`src/rtl/sram_ctl_pkg.sv`:
```
package sram_ctl_pkg;
    typedef enum logic [2:0] {
        ST_IDLE,
        ST_WR,
        ST_WHOLD,
        ST_RD,
        ST_TURN,
        ST_NOP
    } ctl_st_e;
endpackage

```
`src/rtl/sram_wait_cnt.sv`:
```
module sram_wait_cnt #(
    parameter int WAIT_CYC = 2,
    parameter int CNT_W    = 2
) (
    input  logic clk,
    input  logic rst_n,
    input  logic load,
    output logic expired
);
    logic [CNT_W-1:0] cnt_d, cnt_q;

    always_comb begin
        cnt_d = cnt_q;
        if (load) begin
            cnt_d = CNT_W'(WAIT_CYC - 1);
        end else if (cnt_q != '0) begin
            cnt_d = cnt_q - 1'b1;
        end
    end

    always_ff @(posedge clk) begin
        if (!rst_n) cnt_q <= '0;
        else        cnt_q <= cnt_d;
    end

    assign expired = (cnt_q == '0);
endmodule

```
`src/rtl/sram_lane_mask.sv`:
```
module sram_lane_mask #(
    parameter int LANES = 2
) (
    input  logic [LANES*8-1:0] din,
    input  logic [LANES-1:0]   lane_en,
    output logic [LANES*8-1:0] dout
);
    for (genvar g = 0; g < LANES; g++) begin : g_lane
        assign dout[g*8 +: 8] = lane_en[g] ? din[g*8 +: 8] : 8'h00;
    end
endmodule

```
`src/rtl/sram_ctl.sv`:
```
module sram_ctl #(
    parameter int ADDR_W        = 17,
    parameter int CLK_PERIOD_PS = 10000,
    parameter int ACCESS_PS     = 10000,
    parameter int MARGIN_PS     = 2000
) (
    input  logic              clk,
    input  logic              rst_n,
    input  logic              req_valid,
    output logic              req_ready,
    input  logic              req_write,
    input  logic [ADDR_W-1:0] req_addr,
    input  logic [15:0]       req_wdata,
    input  logic [1:0]        req_be,
    output logic              rsp_valid,
    output logic [15:0]       rsp_rdata,
    output logic [ADDR_W-1:0] sram_addr,
    output logic              sram_ce_n,
    output logic              sram_we_n,
    output logic              sram_oe_n,
    output logic [1:0]        sram_lane_n,
    output logic [15:0]       sram_dq_out,
    output logic              sram_dq_oe,
    input  logic [15:0]       sram_dq_in
);
    import sram_ctl_pkg::*;

    localparam int DATA_W   = 16;
    localparam int LANES    = DATA_W / 8;
    localparam int WAIT_RAW = (ACCESS_PS + MARGIN_PS + CLK_PERIOD_PS - 1) / CLK_PERIOD_PS;
    localparam int WAIT_CYC = (WAIT_RAW < 1) ? 1 : WAIT_RAW;
    localparam int CNT_W    = $clog2(WAIT_CYC) + 1;

    typedef struct packed {
        ctl_st_e           st;
        logic [ADDR_W-1:0] addr;
        logic [DATA_W-1:0] wdata;
        logic [LANES-1:0]  lane_n;
        logic              ce_n;
        logic              we_n;
        logic              oe_n;
        logic              dq_oe;
        logic [DATA_W-1:0] rdata;
        logic              rvalid;
    } ctl_s;

    ctl_s ctl_d, ctl_q;
    logic cnt_load, cnt_expired;
    logic [DATA_W-1:0] masked_rd;

    sram_wait_cnt #(.WAIT_CYC(WAIT_CYC), .CNT_W(CNT_W)) u_wait (
        .clk     (clk),
        .rst_n   (rst_n),
        .load    (cnt_load),
        .expired (cnt_expired)
    );

    sram_lane_mask #(.LANES(LANES)) u_mask (
        .din     (sram_dq_in),
        .lane_en (~ctl_q.lane_n),
        .dout    (masked_rd)
    );

    always_comb begin
        ctl_d        = ctl_q;
        ctl_d.rvalid = 1'b0;
        cnt_load     = 1'b0;
        unique case (ctl_q.st)
            ST_IDLE: begin
                if (req_valid) begin
                    ctl_d.addr   = req_addr;
                    ctl_d.wdata  = req_wdata;
                    ctl_d.lane_n = ~req_be;
                    if (req_be == '0) begin
                        ctl_d.st     = ST_NOP;
                        ctl_d.rvalid = !req_write;
                        ctl_d.rdata  = '0;
                    end else begin
                        ctl_d.ce_n = 1'b0;
                        cnt_load   = 1'b1;
                        if (req_write) begin
                            ctl_d.st    = ST_WR;
                            ctl_d.we_n  = 1'b0;
                            ctl_d.dq_oe = 1'b1;
                        end else begin
                            ctl_d.st   = ST_RD;
                            ctl_d.oe_n = 1'b0;
                        end
                    end
                end
            end
            ST_WR: begin
                if (cnt_expired) begin
                    ctl_d.st   = ST_WHOLD;
                    ctl_d.we_n = 1'b1;
                end
            end
            ST_WHOLD: begin
                ctl_d.st     = ST_IDLE;
                ctl_d.ce_n   = 1'b1;
                ctl_d.lane_n = '1;
                ctl_d.dq_oe  = 1'b0;
            end
            ST_RD: begin
                if (cnt_expired) begin
                    ctl_d.st     = ST_TURN;
                    ctl_d.rdata  = masked_rd;
                    ctl_d.rvalid = 1'b1;
                    ctl_d.oe_n   = 1'b1;
                    ctl_d.ce_n   = 1'b1;
                    ctl_d.lane_n = '1;
                end
            end
            ST_TURN: ctl_d.st = ST_IDLE;
            ST_NOP:  begin
                ctl_d.st     = ST_IDLE;
                ctl_d.lane_n = '1;
            end
            default: ctl_d.st = ST_IDLE;
        endcase
    end

    always_ff @(posedge clk) begin
        if (!rst_n) begin
            ctl_q.st     <= ST_IDLE;
            ctl_q.addr   <= '0;
            ctl_q.wdata  <= '0;
            ctl_q.lane_n <= '1;
            ctl_q.ce_n   <= 1'b1;
            ctl_q.we_n   <= 1'b1;
            ctl_q.oe_n   <= 1'b1;
            ctl_q.dq_oe  <= 1'b0;
            ctl_q.rdata  <= '0;
            ctl_q.rvalid <= 1'b0;
        end else begin
            ctl_q <= ctl_d;
        end
    end

    assign req_ready   = (ctl_q.st == ST_IDLE);
    assign rsp_valid   = ctl_q.rvalid;
    assign rsp_rdata   = ctl_q.rdata;
    assign sram_addr   = ctl_q.addr;
    assign sram_ce_n   = ctl_q.ce_n;
    assign sram_we_n   = ctl_q.we_n;
    assign sram_oe_n   = ctl_q.oe_n;
    assign sram_lane_n = ctl_q.lane_n;
    assign sram_dq_out = ctl_q.wdata;
    assign sram_dq_oe  = ctl_q.dq_oe;
endmodule

```
`config.mk`:
```
export PLATFORM = sky130hd
export DESIGN_NAME = sram_ctl
export DESIGN_NICKNAME = d
export VERILOG_FILES = /design/src/rtl/sram_ctl_pkg.sv /design/src/rtl/sram_wait_cnt.sv /design/src/rtl/sram_lane_mask.sv /design/src/rtl/sram_ctl.sv
export SDC_FILE = /design/constraint.sdc
export NUM_CORES = 1
export LEC_CHECK = 0
export ABC_AREA = 1
export BUFFER_PORTS_ARGS = -buffer_cell sky130_fd_sc_hd__buf_2
export CAP_MARGIN = 20
export CORE_MARGIN = 2
export CORE_UTILIZATION = 49
export CTS_CLUSTER_DIAMETER = 100
export CTS_CLUSTER_SIZE = 14
export DETAILED_ROUTE_END_ITERATION = 16
export PLACE_DENSITY = 0.89
export SLEW_MARGIN = 20
export SYNTH_ARGS = -nofsm -noshare
export SYNTH_HDL_FRONTEND = slang
export SYNTH_HIERARCHICAL = 1
export SYNTH_SLANG_ARGS = --single-unit
```
`constraint.sdc`:
```
create_clock -name clk -period 1.7 [get_ports clk]
set_input_delay 0.255 -clock clk [delete_from_list [all_inputs] [get_ports clk]]
set_output_delay 0.255 -clock clk [all_outputs]
set_load 0.005 [all_outputs]
```
==> results.yml, run 1 <==
run_status:
  outcome: "finished clean"
power:
  swShare_pct: 35.5
  pwr-share-seq_pct: 36.0
  irDropWorstVdd_mv: 0.778
  clkPwrFrac_pct: 26.2
  p_per_area_mw_per_mm2: 1690
  p_leak_nw: 1.93
  pwr-share-comb_pct: 37.8
  switching_power_mw: 2.09
  intPower_mw: 3.80
timing:
  hold_viol: 0
  max_freq_ghz: 0.638
  period_share_pct: 92.2
  setup_tns_ns: 0
  tightest_slew_ns: 0.589
  maxSlewHeadroom_pct: 60.7
  setup_viol: 0
  whs_ns: 0.150
  setup_ws_ns: 0.133
  slew_viol_final: 0
  rsz0062_at_grt: "no"
  clock_skew_ns: 0.00708
  period_minus_slack_ns: 1.57
setup_path:
  worstPathArrival_ns: 1.79
  crit_slowest_cell: "dfxtp_1"
  path_cells: "inv_1, ha_2, inv_1, nand2_1, nand2_2, nor2_4, clkbuf_16, nand2_1, nand2_1, nor2_1"
  cp.required_ns: 1.92
  crit_path_max_fanout: 16
  critPathKind: "reg2reg"
  timing.critical_path.mode_cell: "nand2_1"
  end_kind: "register"
  max_stage_delay_ns: 0.31
  startpoint_type: "register"
floorplan:
  die_x_um: 82.6
  rows: 28
  start_util_pct: 50.8
  ioPinCount: 112
  dieArea_mm2: 0.00682
  placeableCoreArea_mm2: 0.00596
  fp.dieH_um: 82.6
placement:
  dp_slack_ns: 0.100
  dp_hpwl_mm: 4.56
  place_congestion: 0.875
  port_buffers: 111
drt:
  wire_per_inst_um: 11.5
  vias_per_cell: 4.72
  wl_mm: 6.58
  drc: 0
  ant_nets: 0
  vias: 2702
  firstDrtPassIters: 5
  dr.first_iter.drc_count: 126
synthesis:
  yosysUniqueCellTypes: 23
  syn_area_mm2: 0.00303
  syn_nets: 492
  synthCells: 435
  synth-seq-cells: 61
  synth_warnings: 6
  ys_seq_area_share_pct: 40.4
  syn_avg_cell_area_um2: 6.95
min_path:
  min_path_type: "in2reg"
clock_tree:
  post_cts_buffers: 0
  cts_buffers: 9
  clk_pin_slew_ns: 0.07
  cts_tree: "done"
  hold_buffers: 0
  cts_max_path_buffers: 2
  insertion_delay_ns: 0.32
  cts.sinks: 61
  cts-root-buf: "clkbuf_8"
  htreeDepth: 3
cells_and_area:
  drive_gt1_share_pct: 29.1
  fillers: 566
  multi_input_area_mm2: 0.00115
  utilization_pct: 58.4
  seq_area_mm2: 0.00122
  antenna_cells: 0
  area_delta_synth_final_pct: 15.0
  nNetsFinal: 550
global_routing:
  antenna_found_initial: 1
  grt_usage_pct: 19.3
  overflow: 0
  grt_max_degree: 35
  grt_pass1_wl_mm: 10.0
  grt_pass1_vias: 2443
run:
  drv_cap: 0
cells in the mapped netlist (all sizes together):
master	instances	area share, %
clkbuf	8	1.7
nand2	90	11
buf	61	15
inv	39	4.8
a31oi	1	0.21
nor3	3	0.50
nand3	10	2.0
ha	2	0.83
o21bai	1	0.25
a21oi	1	0.17
dfxtp	61	40
nand4	1	0.21
o211ai	1	0.25
nor2	114	15
o21ai	42	6.9
path summary, 6_finish.rpt:
| kind | depth (start not counted) | startpoint | end | slack (ns) |
|---|---|---|---|---|
| max | 10 | u_wait/cnt_q[0] | rsp_rdata[11] | 0.13 |
| max reg2reg | 10 | u_wait/cnt_q[0] | rsp_rdata[11] | 0.13 |
| min | 3 | req_addr[14] | sram_addr[14] | 0.15 |
| min reg2reg | 2 | sram_oe_n | sram_oe_n | 0.46 |
metrics by stage:
step / instance area [µm²] / power (mW) / cells
2_1_floorplan: 3030 / 4.03 / 435
3_3_place_gp: 3210 / 4.16 / 556
3_5_place_dp: 3210 / 4.28 / 556
4_1_cts: 3450 / 5.83 / 572
5_1_grt: 3480 / 6.35 / 573
6_report: 3480 / 5.89 / 573
metal layers:
layer  GRT usage (%)  wire [µm]
met5               0          0
met3            6.63        626
met1            21.6       2780
met2            32.2       3070
met4            10.2        105
cells by family (layout without fill, tap and decap cells):
logic type,count (synthesis),after routing,synth area share [%]
AND/OR/NAND/NOR,218,218,29.3
buffers and inverters,108,171,21.7
flip-flops,61,61,40.4
AO/OA/AOI/OAI,46,46,7.82
adder cells (fa/ha/maj),2,2,0.827
flip-flops by register name (all words and copies together), names as in the netlist:
name / count
sram_dq_oe: 1
rsp_rdata: 16
sram_dq_out: 16
rsp_valid: 1
sram_lane_n: 2
sram_we_n: 1
sram_oe_n: 1
u_wait/cnt_q: 2
sram_addr: 17
sram_ce_n: 1
ctl_q: 3
placed cells by master, fill, tap and decap left out, drive strengths merged:
cell,synthesis,final
inv,39,39
o21bai,1,1
nor2,114,114
clkbuf,8,13
a31oi,1,1
clkinv,0,1
bufinv,0,3
o21ai,42,42
ha,2,2
nand4,1,1
a21oi,1,1
buf,61,115
nand2,90,90
dfxtp,61,61
nand3,10,10
o211ai,1,1
nor3,3,3
power groups by stage:
stage | clock (mW) | combinational (mW) | sequential, mW
after floorplan | 0 | 1.94 | 2.09
after global placement | 0 | 2.04 | 2.12
after detailed placement | 0 | 2.14 | 2.14
after CTS | 1.57 | 2.15 | 2.12
after global routing | 1.65 | 2.53 | 2.17
final | 1.54 | 2.23 | 2.12
cell type report:
cell class	count	share of cell area [%]
Clock buffer	12	4.17
Inverter	39	4.21
Timing Repair Buffer	116	17.9
Tap cell	75	2.70
Sequential cell	61	35.1
Multi-Input combinational cell	266	33.2
Clock inverter	4	2.73
worst max-delay path, delay by kind of cell, from the launching register on:
kind,cells,cell delay (ns)
adders and majority gates,1,0.22
DFF,1,0.31
buffers and inverters,3,0.38
and+or+nand+nor,6,0.56
timing repair:
item,4_1_cts,5_1_grt
endpoints found under the hold margin,0,0
resized for setup,0,2
endpoints found under the setup margin,0,16
No activity file was read; power rests on OpenSTA's default activity.
==> run 2: changes to the inputs <==
Settings changed: CORE_UTILIZATION 49 to 45, PLACE_DENSITY 0.89 to 0.87, SETUP_SLACK_MARGIN set to 0.4.
Clock period 1.7 ns to 1.41 ns, I/O delays scaled along.
==> run 2 against run 1 <==
The run now ends with setup timing left. Clock skew up 0.00097 ns. Flip-flop and latch count is the same. First-iteration DRC count is 13% lower. Clock-buffer cell count fell by 2. Wire length rose by 28%. Fmax rose by 8.0%. Critical endpoint is now sram_dq_out[8]. Largest power group unchanged.
==> results.yml, run 2 (synthesis results as in run 1) <==
cells_and_area:
  seq_area_mm2: 0.00130
  nNetsFinal: 575
  utilization_pct: 66.0
  largest_reg_flops: 17
  fillers: 504
  final_common_cell: "buf_2"
  final_cell_mix: "buf_2 (92), nand2_1 (82), nor2_1 (79), dfxtp_2 (57), o21ai_0 (36)"
  antenna_cells: 0
  drive_gt1_share_pct: 53.3
  multi_input_area_mm2: 0.00138
  fin_cells: 600
  area_delta_synth_final_pct: 40.0
timing:
  maxSlewHeadroom_pct: 79.9
  clock_skew_ns: 0.00804
  hold_viol: 0
  tightest_slew_ns: 0.299
  period_minus_slack_ns: 1.45
  slew_viol_final: 0
  rsz0062_at_grt: "yes"
  period_share_pct: 103
  setup_ws_ns: -0.0415
  setup_viol: 8
  max_freq_ghz: 0.689
drt:
  vias_per_cell: 4.88
  dr.first_iter.drc_count: 109
  firstDrtPassIters: 4
  wl_mm: 8.46
  ant_nets: 0
  wire_per_inst_um: 14.1
  drc: 0
  vias: 2929
global_routing:
  grt_pass1_vias: 2669
  overflow: 0
  grt_pass1_wl_mm: 11.7
  antenna_found_initial: 0
  grt_usage_pct: 20.1
  grt_max_degree: 60
setup_path:
  r2r_cells: 8
  end_kind: "register"
  rr_endpoint: "sram_dq_out[8]"
  timing.critical_path.mode_cell: "nor2_4"
  critPathKind: "reg2reg"
  path_cells: "nor2_4, nand2_4, nor2_4, buf_4, buf_6, buf_16, o21ai_0, nor2_1"
  cp.required_ns: 1.64
  r2r_start: "ctl_q[58]"
  startpoint_type: "register"
  crit_slowest_cell: "dfxtp_2"
  r2r_setup_slack_ns: -0.04
  worstPathArrival_ns: 1.68
  crit_path_max_fanout: 12
  max_stage_delay_ns: 0.44
min_path:
  hold_end: "sram_addr[4]"
  min_path_cells: 3
  min_path_type: "in2reg"
  hold_start: "req_addr[4]"
floorplan:
  fp.dieH_um: 86.0
  die_x_um: 86.0
  rows: 29
  placeableCoreArea_mm2: 0.00642
  start_util_pct: 47.1
  ioPinCount: 112
  dieArea_mm2: 0.00740
placement:
  placed_cells: 559
  dp_slack_ns: 0.0486
  dp_hpwl_mm: 4.53
  port_buffers: 111
  place_congestion: 0.876
clock_tree:
  cts.sinks: 61
  cts_buffers: 9
  cts_max_path_buffers: 2
  cts_tree: "done"
  clk_pin_slew_ns: 0.07
  htreeDepth: 3
  cts-root-buf: "clkbuf_8"
  insertion_delay_ns: 0.34
run:
  drv_cap: 0
power:
  p_leak_nw: 2.20
  p_per_area_mw_per_mm2: 2050
  irDropWorstVdd_mv: 0.907
run_status:
  violations: "setup timing"
  outcome: "finished, violations left"
[run 2: changes by cell type in the layout (fill, tap and decap cells not counted), moves of 12 or more]
cell | previous run | this run
buf_4 | 3 | 15
buf_6 | 0 | 22
nor2_2 | 0 | 24
buf_2 | 111 | 92
dfxtp_1 | 61 | 2
nor2_1 | 110 | 79
dfxtp_2 | 0 | 57
[run 2: final cells by class]
class                   instances  share of cell area (%)
inverters                      39                    3.90
clock buffers                  10                    3.25
multi-input cells             266                    32.5
repair buffers                140                    25.0
well taps                      77                    2.27
clock inverters                 6                    2.04
flip-flops and latches         61                    30.7
repair inverters                1                   0.266
[run 2: timing repair]
action,in CTS,in global routing
resized for setup,42,100
buffers inserted,10,11
setup endpoints to repair,70,118
gates cloned,3,1
hold endpoints to repair,0,0
pin swaps,4,11
hold buffers,0,0
[run 2: per-stage QoR]
stage	hold slack [ns]	cell area, µm²	setup TNS [ns]	power, mW
floorplan	0.309	3110	0	5.08
detailed placement	0.440	3300	0	5.36
global placement	0.433	3300	0	5.23
CTS	0.0784	3810	0	7.72
finish	0.0931	4240	-0.226	8.68
global route	0.0889	4240	-2.85	9.23
[run 2: where the power goes]
part / leakage, nW / internal (mW) / switching [mW]
clock: 0.112 / 1.04 / 0.714
combinational: 1.56 / 2.00 / 2.19
sequential: 0.522 / 2.38 / 0.366
[run 2: worst max-delay path by stage]
| stage | from | endpoint | slack, ns | cells after the start |
|---|---|---|---|---|
| 3_5_place_dp | ctl_q[57] | rsp_rdata[8] | 0.05 | 9 |
| 5_1_grt | ctl_q[58] | sram_dq_out[5] | -0.13 | 8 |
| 2_1_floorplan | ctl_q[57] | rsp_rdata[12] | 0.17 | 9 |
| 4_1_cts | ctl_q[57] | rsp_rdata[8] | 0.03 | 9 |
| 3_3_place_gp | ctl_q[57] | rsp_rdata[3] | 0.11 | 9 |
| 6_report | ctl_q[58] | sram_dq_out[8] | -0.04 | 8 |
[run 2: critical path, delay by kind of cell, from the launching register on]
family,cells,cell delay (ns)
AO/OA/AOI/OAI,1,0.19
flip-flops,1,0.44
buffers and inverters,3,0.39
AND/OR/NAND/NOR,4,0.32
[run 2: metal layers]
metal  routed length (µm)  up-vias  global-route usage [%]
met5                    0        -                       0
met4                  240        0                    7.65
met3                  685       22                    7.22
met2                 4250      124                    34.0
met1                 3290     1343                    23.2
li1                     -     1440                       -
==> run 3: changes to the inputs <==
Settings changed: CTS_CLUSTER_DIAMETER 100 to 80, RECOVER_POWER set to 100.
==> run 3 against run 2 <==
The flow still finishes with violations (setup timing). Worst hold slack is essentially flat. Final area down 1.7%. Clock power barely moved. Critical endpoint unchanged. Largest power group unchanged. Highest routed layer unchanged.
==> results.yml, run 3 (synthesis results as in run 1) <==
run_status:
  outcome: "finished, violations left"
  violations: "setup timing"
drt:
  dr.first_iter.drc_count: 109
  vias_per_cell: 4.88
  ant_nets: 0
  vias: 2930
  wl_mm: 8.46
  firstDrtPassIters: 4
  wire_per_inst_um: 14.1
  drc: 0
clock_tree:
  cts_tree: "done"
  htreeDepth: 3
  cts_max_path_buffers: 2
  insertion_delay_ns: 0.34
  hold_buffers: 0
  cts_buffers: 9
  cts-root-buf: "clkbuf_8"
  cts.sinks: 61
  clk_pin_slew_ns: 0.07
cells_and_area:
  final_cell_mix: "buf_2 (90), nand2_1 (82), nor2_1 (79), dfxtp_1 (56), o21ai_0 (36)"
  largest_reg_flops: 17
  fillers: 539
  final_common_cell: "buf_2"
  antenna_cells: 0
  area_delta_synth_final_pct: 37.7
  drive_gt1_share_pct: 42.6
  nNetsFinal: 575
  multi_input_area_mm2: 0.00138
  seq_area_mm2: 0.00123
timing:
  max_freq_ghz: 0.689
  clock_skew_ns: 0.00804
  setup_ws_ns: -0.0413
  maxSlewHeadroom_pct: 79.9
  setup_viol: 8
  period_minus_slack_ns: 1.45
  tightest_slew_ns: 0.299
  slew_viol_final: 0
  rsz0062_at_grt: "yes"
  period_share_pct: 103
  hold_viol: 0
floorplan:
  ioPinCount: 112
  fp.dieH_um: 86.0
  die_x_um: 86.0
  placeableCoreArea_mm2: 0.00642
  dieArea_mm2: 0.00740
  start_util_pct: 47.1
  rows: 29
setup_path:
  critPathLaunch: "ctl_q[58]"
  critPathKind: "reg2reg"
  timing.critical_path.mode_cell: "nor2_4"
  worst-path-buf-inv: 3
  crit_path_max_fanout: 12
  cpLargestDelayFamily: "flip-flops"
  cp.required_ns: 1.64
  startpoint_type: "register"
  end_kind: "register"
  worstPathArrival_ns: 1.68
  r2r_start: "ctl_q[58]"
  max_stage_delay_ns: 0.44
  path_cells: "nor2_4, nand2_4, nor2_4, buf_4, buf_6, buf_16, o21ai_0, nor2_1"
  crit_slowest_cell: "dfxtp_2"
placement:
  dp_slack_ns: 0.0486
  place_congestion: 0.876
  dp_hpwl_mm: 4.53
  port_buffers: 111
power:
  irDropWorstVdd_mv: 0.925
  p_leak_nw: 2.17
  p_total_mw: 8.57
  p_per_area_mw_per_mm2: 2060
min_path:
  hold_start: "req_addr[4]"
  min_path_type: "in2reg"
run:
  drv_cap: 0
global_routing:
  grt_max_degree: 60
  overflow: 0
  grt_usage_pct: 20.1
  grt_pass1_wl_mm: 11.7
  antenna_found_initial: 0
  grt_pass1_vias: 2669
-- run 3: changes by cell type in the layout (fill, tap and decap cells not counted), sizes merged --
cell / before / now
buf: 139 / 137
clkbuf: 11 / 13
-- run 3: what timing repair did --
item / CTS / global route
resized for setup: 42 / 100
setup endpoints to repair: 70 / 118
cloned: 3 / 1
setup buffers: 10 / 11
pin swaps: 4 / 11
-- run 3: path summary, 6_finish.rpt --
path	end	slack, ns	cells after the start
max	sram_dq_out[8]	-0.04	8
min	sram_addr[4]	0.09	3
max reg2reg	sram_dq_out[8]	-0.04	8
min reg2reg	sram_we_n	0.49	2
-- run 3: layer usage --
metal	routed length (µm)	part of all wire (%)	track usage (%)
met2	4250	50	34.0
met1	3280	39	23.2
met3	687	8.1	7.22
met4	240	2.8	7.65
met5	0	0	0
-- run 3: cell type report --
cell class / count / share of cell area, %
clock buffers: 10 / 3.30
repair buffers: 140 / 25.4
clock inverters: 6 / 2.07
flip-flops and latches: 61 / 29.6
well taps: 77 / 2.31
inverters: 39 / 3.96
repair inverters: 1 / 0.270
multi-input cells: 266 / 33.1
-- run 3: through the flow --
stage | hold slack, ns | std cells | setup TNS [ns] | util (%) | cell area, µm²
CTS | 0.0784 | 588 | 0 | 59.4 | 3810
global placement | 0.433 | 559 | 0 | 51.4 | 3300
finish | 0.0932 | 600 | -0.204 | 64.9 | 4170
global route | 0.0890 | 600 | -2.70 | 64.9 | 4170
floorplan | 0.309 | 435 | 0 | - | 3110
detailed placement | 0.440 | 559 | 0 | 51.4 | 3300
-- run 3: tightest hold or removal path: cells and delay by family --
family	cells	cell delay, ns
AND/OR/NAND/NOR	2	0.11
buffers and inverters	1	0.07
-- run 3: power breakdown --
group,internal [mW],switching [mW]
combinational,1.99,2.19
sequential,2.28,0.366
clock,1.04,0.713
total,5.31,3.27
